**config.mk**
```make
export PLATFORM = sky130hd
export DESIGN_NAME = tmr_rng_csr
export DESIGN_NICKNAME = d
export VERILOG_FILES = /design/src/rtl/tmr_rng_pkg.sv /design/src/rtl/tmr_rng_timer.sv /design/src/rtl/tmr_rng_lfsr.sv /design/src/rtl/tmr_rng_rdmux.sv /design/src/rtl/tmr_rng_csr.sv
export SDC_FILE = /design/constraint.sdc
export NUM_CORES = 1
export LEC_CHECK = 0
export BUFFER_PORTS_ARGS = -buffer_cell sky130_fd_sc_hd__buf_2
export CAP_MARGIN = 40
export CELL_PAD_IN_SITES_DETAIL_PLACEMENT = 1
export CELL_PAD_IN_SITES_GLOBAL_PLACEMENT = 1
export CORE_UTILIZATION = 43
export CTS_CLUSTER_SIZE = 16
export DETAILED_ROUTE_END_ITERATION = 16
export PLACE_DENSITY = 0.89
export RECOVER_POWER = 50
export SLEW_MARGIN = 10
export SYNTH_ARGS = -nofsm -noshare
export SYNTH_HDL_FRONTEND = slang
export SYNTH_SLANG_ARGS = --single-unit
```
**constraint.sdc**
```tcl
create_clock -name clk -period 6.2 [get_ports clk]
set_clock_uncertainty 0.2 [all_clocks]
set_input_delay 0.31 -clock clk [delete_from_list [all_inputs] [get_ports clk]]
set_output_delay 0.31 -clock clk [all_outputs]
set_load 0.02 [all_outputs]
```
**src/rtl/tmr_rng_pkg.sv**
```systemverilog
package tmr_rng_pkg;

    localparam int unsigned DATA_W = 32;

    typedef logic [DATA_W-1:0] word_t;

    typedef enum logic [1:0] {
        SEL_NONE = 2'd0,
        SEL_TIME = 2'd1,
        SEL_CMP  = 2'd2,
        SEL_RAND = 2'd3
    } csr_sel_e;

    typedef struct packed {
        logic  wr_cmp;
        word_t data;
    } cmp_wr_t;

    typedef struct packed {
        logic  load;
        word_t value;
    } seed_req_t;

    // feedback taps for x^32 + x^22 + x^2 + x + 1 (bits 31, 21, 1, 0)
    localparam word_t RNG_TAPS = word_t'((64'd1 << 31) | (64'd1 << 21) | 64'd2 | 64'd1);

    function automatic word_t rng_step(input word_t s);
        return {s[DATA_W-2:0], ^(s & RNG_TAPS)};
    endfunction

    function automatic csr_sel_e csr_decode(input logic [11:0] a,
                                            input logic [11:0] a_time,
                                            input logic [11:0] a_cmp,
                                            input logic [11:0] a_rand);
        if (a == a_time)      return SEL_TIME;
        else if (a == a_cmp)  return SEL_CMP;
        else if (a == a_rand) return SEL_RAND;
        else                  return SEL_NONE;
    endfunction

endpackage

```
**src/rtl/tmr_rng_timer.sv**
```systemverilog
module tmr_rng_timer
    import tmr_rng_pkg::*;
#(
    parameter word_t TIME_INIT = '1
) (
    input  logic    clk,
    input  logic    rst,
    input  cmp_wr_t cmp_req,
    output word_t   time_val,
    output word_t   cmp_val,
    output logic    pend
);

    word_t time_q;
    word_t cmp_q;
    logic  pend_q;
    logic  hit;

    assign hit = (time_q == cmp_q);

    always_ff @(posedge clk) begin
        if (rst) begin
            time_q <= TIME_INIT;
            cmp_q  <= '0;
            pend_q <= 1'b0;
        end else begin
            time_q <= time_q - word_t'(1);
            if (cmp_req.wr_cmp) begin
                cmp_q  <= cmp_req.data;
                pend_q <= 1'b0;
            end else if (hit) begin
                pend_q <= 1'b1;
            end
        end
    end

    assign time_val = time_q;
    assign cmp_val  = cmp_q;
    assign pend     = pend_q;


    time_dec_chk: assert property (@(posedge clk) disable iff (rst)
        1'b1 |=> time_q == $past(time_q) - word_t'(1));


    pend_clr_chk: assert property (@(posedge clk) disable iff (rst)
        cmp_req.wr_cmp |=> !pend_q);


    pend_set_chk: assert property (@(posedge clk) disable iff (rst)
        (hit && !cmp_req.wr_cmp) |=> pend_q);


    pend_hold_chk: assert property (@(posedge clk) disable iff (rst)
        (pend_q && !cmp_req.wr_cmp) |=> pend_q);


    cmp_load_chk: assert property (@(posedge clk) disable iff (rst)
        cmp_req.wr_cmp |=> cmp_q == $past(cmp_req.data));

endmodule

```
**src/rtl/tmr_rng_lfsr.sv**
```systemverilog
module tmr_rng_lfsr
    import tmr_rng_pkg::*;
#(
    parameter word_t RESET_SEED = 32'hB5C3_9A17,
    parameter word_t ZERO_SUB   = 32'h0000_0001
) (
    input  logic      clk,
    input  logic      rst,
    input  seed_req_t seed,
    output word_t     rnd
);

    word_t state_q;
    word_t seed_eff;

    assign seed_eff = (seed.value == '0) ? ZERO_SUB : seed.value;

    always_ff @(posedge clk) begin
        if (rst)            state_q <= RESET_SEED;
        else if (seed.load) state_q <= seed_eff;
        else                state_q <= rng_step(state_q);
    end

    assign rnd = state_q;


    rng_nonzero_chk: assert property (@(posedge clk) disable iff (rst)
        1'b1 |=> state_q != '0);


    rng_seed_chk: assert property (@(posedge clk) disable iff (rst)
        (seed.load && seed.value != '0) |=> state_q == $past(seed.value));


    rng_shift_chk: assert property (@(posedge clk) disable iff (rst)
        !seed.load |=> state_q[DATA_W-1:1] == $past(state_q[DATA_W-2:0]));

endmodule

```
**src/rtl/tmr_rng_rdmux.sv**
```systemverilog
module tmr_rng_rdmux
    import tmr_rng_pkg::*;
(
    input  csr_sel_e sel,
    input  word_t    time_val,
    input  word_t    cmp_val,
    input  word_t    rnd_val,
    output word_t    rdata
);

    always_comb begin
        unique case (sel)
            SEL_TIME: rdata = time_val;
            SEL_CMP:  rdata = cmp_val;
            SEL_RAND: rdata = rnd_val;
            default:  rdata = '0;
        endcase
    end

endmodule

```
**src/rtl/tmr_rng_csr.sv**
```systemverilog
module tmr_rng_csr
    import tmr_rng_pkg::*;
#(
    parameter logic [11:0] ADDR_TIME = 12'h7C0,
    parameter logic [11:0] ADDR_CMP  = 12'h7C1,
    parameter logic [11:0] ADDR_RAND = 12'h7C2,
    parameter word_t       TIME_INIT = '1,
    parameter word_t       RNG_SEED0 = 32'hB5C3_9A17,
    parameter word_t       RNG_ZSUB  = 32'h0000_0001
) (
    input  logic        clk,
    input  logic        rst,
    input  logic [11:0] csr_addr,
    input  logic [31:0] csr_wdata,
    input  logic        csr_we,
    output logic [31:0] csr_rdata,
    input  logic        seed_ld,
    input  logic [31:0] seed_val,
    output logic        timer_irq
);

    csr_sel_e  sel;
    cmp_wr_t   cmp_req;
    seed_req_t seed_req;
    word_t     time_w;
    word_t     cmp_w;
    word_t     rnd_w;

    assign sel            = csr_decode(csr_addr, ADDR_TIME, ADDR_CMP, ADDR_RAND);
    assign cmp_req.wr_cmp = csr_we && (sel == SEL_CMP);
    assign cmp_req.data   = csr_wdata;
    assign seed_req.load  = seed_ld;
    assign seed_req.value = seed_val;

    tmr_rng_timer #(.TIME_INIT(TIME_INIT)) u_timer (
        .clk      (clk),
        .rst      (rst),
        .cmp_req  (cmp_req),
        .time_val (time_w),
        .cmp_val  (cmp_w),
        .pend     (timer_irq)
    );

    tmr_rng_lfsr #(.RESET_SEED(RNG_SEED0), .ZERO_SUB(RNG_ZSUB)) u_lfsr (
        .clk  (clk),
        .rst  (rst),
        .seed (seed_req),
        .rnd  (rnd_w)
    );

    tmr_rng_rdmux u_rdmux (
        .sel      (sel),
        .time_val (time_w),
        .cmp_val  (cmp_w),
        .rnd_val  (rnd_w),
        .rdata    (csr_rdata)
    );


    time_ro_chk: assert property (@(posedge clk) disable iff (rst)
        (csr_we && sel == SEL_TIME) |=> time_w == $past(time_w) - word_t'(1));


    rand_ro_chk: assert property (@(posedge clk) disable iff (rst)
        (csr_we && sel == SEL_RAND && !seed_ld) |=> rnd_w == rng_step($past(rnd_w)));

endmodule

```
==> results by group <==
Status
  – Outcome: finished with violations
  – Failing checks: negative hold slack, max-capacitance violations, max-slew violations

Route
  – Antenna-violating nets left: 0
  – Max layer used: met4
  – DRC: 0
  – Total number of vias: 4553
  – Routed met2 length: 7732 um
  – Met3 routed WL: 685 um
  – Routed wire length: 15920 um
  – M1 wire length: 7041 um
  – Routed WL per cell: 19.41 um
  – Detailed Routing Iterations Pass 1: 5
  – DR iter-0 viols: 262
  – Post-DR vias/cell: 5.552

Pwr
  – Sequential share of power: 0.458
  – Leakage: 0.002387 uW
  – Pwr/cell area: 238.8 nW/um2
  – Worst vdd ir: 0.1047 mV
  – Internal Power: 1104 uW
  – Switching part of the total: 0.2243
  – Net Sw Power: 319.4 uW
  – Logic pwr share: 0.080
  – Clk pwr share: 0.463

GRT
  – Initial antenna violation count: 0
  – First-pass GRT wire length: 24680 um
  – Total GRT Usage: 0.2764
  – Pin count of the biggest net entering global routing: 61
  – Vias in the first global route: 4750
  – Grt ovf: 0

Cells and area
  – P&R area growth vs syn: 22.46%
  – Non-Filler Instances: 820
  – # fillers: 1342
  – Nets: 756
  – Layout cell share with drive strength beyond 1: 0.2015
  – Post-layout utilization of the core: 0.5452
  – # diodes: 0

Placed design
  – Placer Congestion: 0.8860
  – Worst Setup Slack post-DPL: 3.423 ns
  – # placed instances: 796
  – PortBufs: 112
  – Final HPWL DP: 10990 um

Clocking
  – H-tree depth: 3
  – CTS buffer count: 9
  – CTS Sinks: 97
  – Post-CTS setup buffers: 0
  – CTS Hold Bufs: 8
  – Clk root buf: clkbuf_16
  – # resized after CTS: 0
  – Clock Latency Late Sink: 0.36 ns
  – CTS tree: done
  – CTS clk-pin slew, worst paths: 0.07 ns
  – CTS max path bufs: 2

Logic synthesis
  – Synth Warn #: 0
  – FF+latch count, synth: 97
  – Seq/Total Area, Yosys: 0.3989
  – Syn nets: 660
  – Yosys cell types: 40
  – Post-synthesis async set-or-reset flop share: 0
  – Mapped Cells: 579
  – Synthesized area per cell: 8.408 um2
  – Top post-synthesis cells by area: dfxtp_1 (40%), mux2i_1 (9.7%), xnor2_1 (8.5%)
  – Cell taking the most area after synthesis: dfxtp_1
  – Post-synth EDFFs: 0
  – Ys flop type: dfxtp_1
  – Netlist Area Pre-Place: 4868 um2
  – Area share of the largest cell type after synthesis: 0.3989

Die
  – Die H: 108.4 um
  – Core Rows: 38
  – Starting Density: 0.4452
  – Core area: 10940 um2
  – Die Span X: 108.4 um
  – Die ar.: 11750 um2
  – I/O Pins: 113

Worst setup path
  – Slowest stage delay, CP: 1.77 ns
  – R2r setup slk: 3.33 ns
  – Slowest stage cell, crit path: clkbuf_1
  – Reg2reg start: u_timer.time_val[3]
  – Reg-to-Reg End: u_timer.time_val[20]
  – Worst Setup Start Kind: input port
  – WS Path Type: input port to flip-flop
  – Most numerous cell on the critical path: clkbuf_1
  – Cell Chain, Critical Path: clkbuf_1 > clkbuf_1 > a211oi_1 > a31oi_1
  – CP Max Fanout: 60
  – Worst setup EP type: flip-flop
  – R2r worst-path depth: 5
  – Critical path required time: 6.27 ns
  – Arrival time worst endpoint: 3.65 ns
  – Crit. Startpoint: rst
  – CP Capture Point: u_timer.time_val[22]

STA
  – Final number of setup-violating endpoints: 0
  – Final Hold Vio Count: 2
  – Final period util: 0.5764
  – Hold Slack: -0.002602 ns
  – Final min period: 3.574 ns
  – Final slew viol count: 134
  – RSZ-0062 raised after global routing: no
  – Final WS setup: 2.626 ns
  – Max Clk Rate: 279.8 MHz
  – Slew Limit Headroom: -0.5742
  – Slew @ Worst Pin: 2.361 ns
  – Setup TNS: 0 ns

Min path
  – Min-Delay Path Class: input port to flip-flop
  – Worst Hold Path Cells: 3

Run
  – Maxcap violations: 3
==> cells in the mapped netlist, types with 2 or more instances <==
cell	instances
a211o_1	17
a21oi_1	36
a31oi_1	2
and3_1	4
and4b_1	2
buf_1	5
buf_2	3
clkbuf_1	34
dfxtp_1	97
inv_1	4
mux2i_1	47
nand2_1	100
nand2b_1	24
nand3_1	4
nand3b_1	3
nand4_1	11
nor2_1	28
nor2b_1	18
nor3_1	7
nor3b_1	3
nor4_1	15
nor4b_2	2
o21ai_0	33
o21bai_1	4
or4_1	6
xnor2_1	47
xor2_1	10
==> per-stage QoR <==
| step | power [uW] | area (um2) |
|---|---|---|
| finish | 1424 | 5962 |
| global route | 1463 | 5962 |
| CTS | 1426 | 5969 |
| detailed placement | 771.3 | 5538 |
| global placement | 764.2 | 5473 |
| floorplan | 722.7 | 4868 |
==> how the worst min path moves through the flow <==
stage                         from                   to
3_3_place_gp   u_timer.time_val[0]  u_timer.time_val[0]
6_report             csr_wdata[17]  u_timer.cmp_val[17]
5_1_grt              csr_wdata[28]  u_timer.cmp_val[28]
4_1_cts              csr_wdata[18]  u_timer.cmp_val[18]
3_5_place_dp   u_timer.time_val[0]  u_timer.time_val[0]
2_1_floorplan  u_timer.time_val[0]  u_timer.time_val[0]
==> sequential cells by signal (all words and copies together), names as in the netlist <==
register          flops
u_lfsr.rnd           32
u_timer.cmp_val      32
u_timer.time_val     32
u_timer.pend          1
==> cell families after synthesis <==
kind of cell | after synthesis | synth area share
AO/OA/AOI/OAI | 96 | 0.1169
XOR/XNOR | 57 | 0.1025
adder cells (fa/ha/maj) | 1 | 0.002570
buffers and inverters | 46 | 0.03624
flip-flops | 97 | 0.3989
multiplexers | 47 | 0.09663
AND/OR/NAND/NOR | 235 | 0.2462
==> cell usage in the layout, fill, tap and decap left out, drive strengths merged, types with 16 or more instances in the layout <==
cell	n
buf	114
dfxtp	97
o21ai	33
a211o	17
xnor2	47
a21oi	36
mux2i	47
nand2	100
nand2b	24
nor2	28
nor2b	18
nor4	16
==> power groups by stage <==
| stage | Clock (uW) | Combinational [uW] | Sequential (uW) |
|---|---|---|---|
| floorplan | 0 | 61.5 | 661 |
| global placement | 0 | 99.6 | 665 |
| detailed placement | 0 | 106 | 665 |
| CTS | 662 | 112 | 652 |
| global route | 688 | 122 | 653 |
| finish | 659 | 113 | 652 |
==> per-layer routing <==
layer | global-route usage | vias to the layer above
met1 | 0.3415 | 2195
met3 | 0.03797 | 34
li1 | - | 2182
met5 | 0 | -
met2 | 0.4724 | 142
met4 | 0.1303 | 0
==> critical path: cells and delay by family <==
family | cells | cell delay, ns
AO/OA/AOI/OAI | 2 | 0.40
buffers and inverters | 2 | 2.90
==> layout make-up <==
type | count | area [um2] | share of cell area
Inverter | 4 | 15.01 | 0.002518
Tap cell | 140 | 175.2 | 0.02938
Clock buffer | 10 | 239.0 | 0.04008
Multi-Input combinational cell | 436 | 2758 | 0.4625
Clock inverter | 6 | 112.6 | 0.01889
Timing Repair Buffer | 127 | 720.7 | 0.1209
Sequential cell | 97 | 1942 | 0.3257
Power figures use the tool's default switching activity.
